$ cat config.mk
export PLATFORM = sky130hd
export DESIGN_NAME = touch_filter
export DESIGN_NICKNAME = d
export VERILOG_FILES = /design/src/rtl/touch_filter_pkg.sv /design/src/rtl/touch_gate.sv /design/src/rtl/touch_seq.sv /design/src/rtl/touch_filter.sv
export SDC_FILE = /design/constraint.sdc
export NUM_CORES = 1
export LEC_CHECK = 0
export ABC_AREA = 1
export CELL_PAD_IN_SITES_DETAIL_PLACEMENT = 0
export CELL_PAD_IN_SITES_GLOBAL_PLACEMENT = 1
export CORE_AREA = 2 2 39 41
export CTS_BUF_LIST = sky130_fd_sc_hd__clkbuf_16
export CTS_CLUSTER_SIZE = 24
export DETAILED_ROUTE_END_ITERATION = 16
export DIE_AREA = 0 0 41 43
export PLACE_DENSITY = 0.79
export SLEW_MARGIN = 5
export SYNTH_ARGS = -nofsm -noshare
export SYNTH_HDL_FRONTEND = slang
export SYNTH_SLANG_ARGS = --single-unit
$ cat constraint.sdc
create_clock -name clk -period 1.3 [get_ports clk]
set_clock_uncertainty 0.05 [all_clocks]
set_input_delay 0.26 -clock clk [delete_from_list [all_inputs] [get_ports clk]]
set_output_delay 0.26 -clock clk [all_outputs]
set_load 0.03 [all_outputs]
$ cat src/rtl/touch_filter_pkg.sv
`timescale 1ns/1ps
package touch_filter_pkg;

  typedef enum logic [1:0] {
    TF_DROP = 2'd0,
    TF_HIT  = 2'd1,
    TF_MISS = 2'd2
  } tf_outcome_e;

  typedef struct packed {
    logic xlat_hit;
    logic prot_ok;
    logic pg_inhibit;
    logic pg_guard;
    logic pg_direct;
    logic cache_locked;
    logic cache_on;
    logic noop_ctl;
  } tf_cond_s;

  // Any reason that silences a hint.
  function automatic logic tf_is_drop(tf_cond_s c);
    logic bad_xlat, bad_page, bad_cache;
    bad_xlat  = !c.xlat_hit | !c.prot_ok;
    bad_page  = c.pg_inhibit | c.pg_guard | c.pg_direct;
    bad_cache = c.cache_locked | !c.cache_on;
    return c.noop_ctl | bad_xlat | bad_page | bad_cache;
  endfunction

  function automatic tf_outcome_e tf_classify(tf_cond_s c, logic hit);
    if (tf_is_drop(c)) return TF_DROP;
    else if (hit)      return TF_HIT;
    else               return TF_MISS;
  endfunction

endpackage

$ cat src/rtl/touch_gate.sv
`timescale 1ns/1ps
module touch_gate
  import touch_filter_pkg::*;
(
  input  tf_cond_s    cond,
  input  logic        lookup_hit,
  output tf_outcome_e outcome
);
  always_comb outcome = tf_classify(cond, lookup_hit);
endmodule

$ cat src/rtl/touch_seq.sv
`timescale 1ns/1ps
module touch_seq
  import touch_filter_pkg::*;
(
  input  logic        clk,
  input  logic        rst_n,
  input  logic        accept,
  input  tf_outcome_e outcome,
  input  logic        fill_ack,
  output logic        busy,
  output logic        ref_set,
  output logic        fill_valid,
  output logic        done,
  output logic        ack_taken
);
  assign ack_taken = busy & fill_ack;

  always_ff @(posedge clk) begin
    if (!rst_n) begin
      busy       <= 1'b0;
      ref_set    <= 1'b0;
      fill_valid <= 1'b0;
      done       <= 1'b0;
    end else begin
      ref_set    <= 1'b0;
      fill_valid <= 1'b0;
      done       <= 1'b0;
      if (ack_taken) begin
        busy       <= 1'b0;
        done       <= 1'b1;
        fill_valid <= 1'b1;
      end else if (accept) begin
        done    <= (outcome != TF_MISS);
        ref_set <= (outcome != TF_DROP);
        busy    <= (outcome == TF_MISS);
      end
    end
  end
endmodule

$ cat src/rtl/touch_filter.sv
`timescale 1ns/1ps
module touch_filter
  import touch_filter_pkg::*;
(
  input  logic clk,
  input  logic rst_n,
  input  logic hint_valid,
  input  logic hint_store,
  input  logic xlat_hit,
  input  logic prot_ok,
  input  logic pg_inhibit,
  input  logic pg_guard,
  input  logic pg_direct,
  input  logic cache_locked,
  input  logic cache_on,
  input  logic noop_ctl,
  input  logic lookup_hit,
  input  logic fill_ack,
  output logic hint_ready,
  output logic busy,
  output logic fill_req_mod,
  output logic ref_set,
  output logic fill_valid,
  output logic done
);
  tf_cond_s    cond;
  tf_outcome_e outcome;
  logic        accept;
  logic        ack_taken;
  logic        store_unused;

  // Both hint flavours share one path; the flavour bit selects nothing.
  assign store_unused = hint_store;

  always_comb begin
    cond.xlat_hit     = xlat_hit;
    cond.prot_ok      = prot_ok;
    cond.pg_inhibit   = pg_inhibit;
    cond.pg_guard     = pg_guard;
    cond.pg_direct    = pg_direct;
    cond.cache_locked = cache_locked;
    cond.cache_on     = cache_on;
    cond.noop_ctl     = noop_ctl;
  end

  assign hint_ready   = !busy;
  assign accept       = hint_valid & hint_ready;
  assign fill_req_mod = busy;

  touch_gate u_gate (
    .cond       (cond),
    .lookup_hit (lookup_hit),
    .outcome    (outcome)
  );

  touch_seq u_seq (
    .clk        (clk),
    .rst_n      (rst_n),
    .accept     (accept),
    .outcome    (outcome),
    .fill_ack   (fill_ack),
    .busy       (busy),
    .ref_set    (ref_set),
    .fill_valid (fill_valid),
    .done       (done),
    .ack_taken  (ack_taken)
  );
endmodule

Yosys cells after proc, flatten, opt, wreduce, memory -nomap -nowiden
Index checks and enable logic that the tools add are counted.
{"block": "totals", "regBits": 4, "latch_bits": 0, "ram_bits": 0, "romBits": 0, "inputBits": 14, "wordCells": 29, "memories": 0}
{"block": "op_classes", "add_sub_neg": 0, "multipliers": 0, "n_div": 0, "magnitude_cmp": 0, "eq_ne": 2, "shifts": 0, "muxes": 5, "n_bitwise": 11, "reduce_logical": 7}
{"cell": "1-bit bitwise OR", "count": 7}
{"cell": "1-bit zero test", "count": 4}
{"cell": "2-bit two-way mux", "count": 2}
{"cell": "1-bit two-way mux", "count": 3}
{"cell": "3-bit OR reduction", "count": 1}
{"cell": "1-bit AND", "count": 2}
{"cell": "2-bit equality test (second input constant)", "count": 1}
{"cell": "2-bit != test (second input constant)", "count": 1}
{"cell": "1-bit NOT", "count": 2}
{"cell": "2-bit nonzero test", "count": 1}
{"cell": "2-bit OR reduction", "count": 1}

Longest topological paths before layout
{"block": "logic_depth", "ltp_word": 9, "mapped_depth": 7, "ltp_nobuf": 7}

By module
A second synthesis with hierarchy kept.
{"block": "unflattened", "hier_cells": 39, "hier_area_um2": 236.5}
{"mod": "touch_seq", "instances": 1, "cells_per_inst": 20, "area_each_um2": 158.9}
{"mod": "touch_gate", "instances": 1, "cells_per_inst": 15, "area_each_um2": 56.3}
{"mod": "touch_filter", "instances": 1, "cells_per_inst": 4, "area_each_um2": 21.3}

Least setup slack after synthesis
OpenSTA, ideal clock, no wires.
{"block": "synth_timing", "kind": "reg-to-reg", "start": "reg u_seq.busy", "end": "reg u_seq.done", "arrival_ps": 964, "t_required_ps": 1134, "slack_ps": 170, "stages_incl_launch_ff": 5, "synth_period_minus_slack_ps": 1130, "cell_sequence": "dfxtp_1 inv_2 nand3_1 o21bai_2 nand2_1"}
{"block": "synth_via", "elab_chain_len": 4}
{"element": "from (decl)", "line": "touch_seq.sv:10", "rtl": "output logic busy,"}
{"element": "from (signal assigned)", "line": "touch_seq.sv:35", "rtl": "busy <= (outcome == TF_MISS);"}
{"element": "1-bit zero test", "line": "touch_filter.sv:46", "rtl": "assign hint_ready = !busy;"}
{"element": "via hint_ready", "line": "touch_filter.sv:19", "rtl": "output logic hint_ready,"}
{"element": "1-bit AND", "line": "touch_filter.sv:47", "rtl": "assign accept = hint_valid & hint_ready;"}
{"element": "1-bit two-way mux", "line": "touch_seq.sv:32", "rtl": "end else if (accept) begin"}
{"element": "1-bit two-way mux", "line": "touch_seq.sv:28", "rtl": "if (ack_taken) begin"}
{"element": "to (signal assigned)", "line": "touch_seq.sv:33", "rtl": "done <= (outcome != TF_MISS);"}
{"element": "to (decl)", "line": "touch_seq.sv:13", "rtl": "output logic done,"}
The timed path passes the listed nets, and every way through them passes these cells.
A chain may end at the register's enable or synchronous reset.

Worst setup path in the final report
{"block": "layout_timing", "start": "reg u_seq.fill_valid", "end": "out fill_valid"}
{"element": "from (decl)", "line": "touch_seq.sv:12", "rtl": "output logic fill_valid,"}
{"element": "from (signal assigned)", "line": "touch_seq.sv:22", "rtl": "fill_valid <= 1'b0;"}
{"element": "from (signal assigned)", "line": "touch_seq.sv:26", "rtl": "fill_valid <= 1'b0;"}
{"element": "from (signal assigned)", "line": "touch_seq.sv:31", "rtl": "fill_valid <= 1'b1;"}
{"element": "to (decl)", "line": "touch_filter.sv:23", "rtl": "output logic fill_valid,"}
No word-level cell between the ends.

==> results_dict.tcl <==
set metrics [dict create \
    synthCells 28 \
    synth-seq-cells 4 \
    hpwl_um 379 \
    crit_slowest_cell "dlygate4sd2_1" \
    n_antenna_cell 0 \
    grt_pass1_vias 189 \
    period_share_pct 93.7 \
    stdcell_area_um2 448 \
    worstSkewPairLatency_ns 0.22 \
    place_area_um2 377 \
    power_density_mw_per_mm2 1470 \
    root_buffer "clkbuf_16" \
    fillers 148 \
    drtIter0Drc 2 \
    utilization_pct 32.4 \
    hp-class "flop to flop" \
    synth_area_leaders "dfxtp_1, inv_1, nand2_1" \
    vias_per_cell 3.67 \
    core_area_mm2 0.00138 \
    synth_seq_area_share_pct 41.8 \
    io_pins 20 \
    cts_buffers 3 \
    cts_tree "done" \
    drt_pass1_iterations 2 \
    grtUsageTotal_pct 7.23 \
    cp_top_family "buffers and inverters" \
    worstPathCellList "dlygate4sd2_1" \
    ys_async_sr_fraction_pct 0 \
    synth_top_area_share_pct 41.8 \
    synthTopCellsByCount "inv_1, nand2_1, nor2_1" \
    grt_pass1_wl_um 662 \
    place_ws_ns -0.0933 \
    path_clk_slew_ns 0.03 \
    rows 14 \
    dr_total_vias 235 \
    post-cts-setup-buffers 0 \
    netlist_area_um2 191 \
    ys.flop_type "dfxtp_1" \
    cp-start-kind "flop" \
    whs_ns 0.453 \
    final-setup-viol-count 0 \
    ir_drop_mv 0.504 \
    synth_cell_types 10 \
    antenna_found_initial 0 \
    avgSynthCellArea_um2 6.84 \
    critical_path_class "flop to output port" \
    max_freq_mhz 821 \
    layout.nets 64 \
    period_needed_ns 1.22 \
    setup_slack_ns 0.0820 \
    cts_resized 3 \
    start_util_pct 13.8 \
    drc 0 \
    outcome "completed" \
    cap_violations 0 \
    path_max_fanout 1 \
    overflow 0 \
    drive_gt1_share_pct 20.8 \
    place.gp.congestion 0.566 \
    cts-hold-fix-buffers 0 \
    grt_setup_unrepaired "false" \
    grt_max_degree 5 \
    cts_sinks 4 \
    relSlewSlack_pct 80.2 \
    routedWlPerCell_um 7.14 \
    antenna_left 0 \
    cp_data_required_time_ns 0.99 \
    synth_edf_count 0 \
    synthToLayoutAreaGrowth_pct 134 \
    ys_warn_count 0 \
    power_uw 659 \
    path_buf_inv 1 \
    worstPathArrival_ns 0.91 \
    power.leakage_nw 0.210 \
    synth_top_area_cell "dfxtp_1" \
    routed_wl_um 457 \
    die_w_um 41 \
    drv_slew 0 \
    htreeDepth 1 \
    slowest_delay_ns 0.39 \
    worstMarginPinSlew_ns 0.298 \
    io_buffers 18 \
    die_h_um 43 \
    die-area_mm2 0.00176 \
    cts.path.max_buffers 2 \
    synthesis.nets 42 \
    final_hold_viol_count 0 \
    worstSetupEndpointType "output port" \
]
## cells by family (layout without fill, tap and decap cells)
family                 Yosys count  count (layout)  share of synthesized area [%]
AND/OR/NAND/NOR                 14              14                           30.1
AO/OA/AOI/OAI                    2               2                           10.5
flip-flops                       4               4                           41.8
buffers and inverters            8              28                           17.6
## per-layer routing
metal | wire, um | part of all wire [%] | track usage [%]
met5 | 0 | 0 | 0
met4 | 40 | 8.8 | 14.0
met3 | 56 | 12 | 4.71
met2 | 214 | 47 | 9.38
met1 | 145 | 32 | 3.86
## metrics by stage
step / TNS (ns) / std cells
detailed placement: -0.114 / 61
global route: 0 / 64
CTS: 0 / 64
global placement: -0.0829 / 61
floorplan: 0 / 28
finish: 0 / 64
## path summary, 6_finish.rpt
path	startpoint	slack [ns]	cells past startpoint	end
setup / recovery	u_seq.fill_valid$_SDFF_PN0_	0.08	1	fill_valid
hold / removal	u_seq.busy$_SDFFE_PP0P_	0.45	2	u_seq.busy$_SDFFE_PP0P_
setup reg to reg	u_seq.busy$_SDFFE_PP0P_	0.45	4	u_seq.done$_SDFF_PN0_
hold reg to reg	u_seq.busy$_SDFFE_PP0P_	0.45	2	u_seq.busy$_SDFFE_PP0P_
## state kept, by name, summed over array words and instances, names as in the netlist
name              count
u_seq.ref_set         1
u_seq.done            1
u_seq.busy            1
u_seq.fill_valid      1
## placed cells by master, fill, tap and decap left out, drive strengths merged
cell | Yosys | final
inv | 7 | 7
dfxtp | 4 | 4
nand3 | 2 | 2
buf | 1 | 3
nor2 | 6 | 6
o21bai | 1 | 1
nand2 | 6 | 6
a21oi | 1 | 1
clkdlybuf4s50 | 0 | 12
dlygate4sd2 | 0 | 3
clkbuf | 0 | 3
## power by group
group / internal [mW] / leakage, nW / switching [mW]
clock network: 0.393 / 0.0370 / 0.0853
registers: 0.126 / 0.0325 / 0.000378
logic: 0.0383 / 0.141 / 0.0164
total: 0.557 / 0.210 / 0.102
## area by class of cell
| type | count | area, um^2 | share of cell area (%) |
|---|---|---|---|
| Sequential cell | 4 | 80.1 | 17.9 |
| Clock buffer | 3 | 75.1 | 16.8 |
| Tap cell | 16 | 20.0 | 4.47 |
| Timing Repair Buffer | 18 | 169 | 37.7 |
| Inverter | 7 | 26.3 | 5.87 |
| Multi-Input combinational cell | 16 | 77.6 | 17.3 |
(Power assumes the default switching activity.)
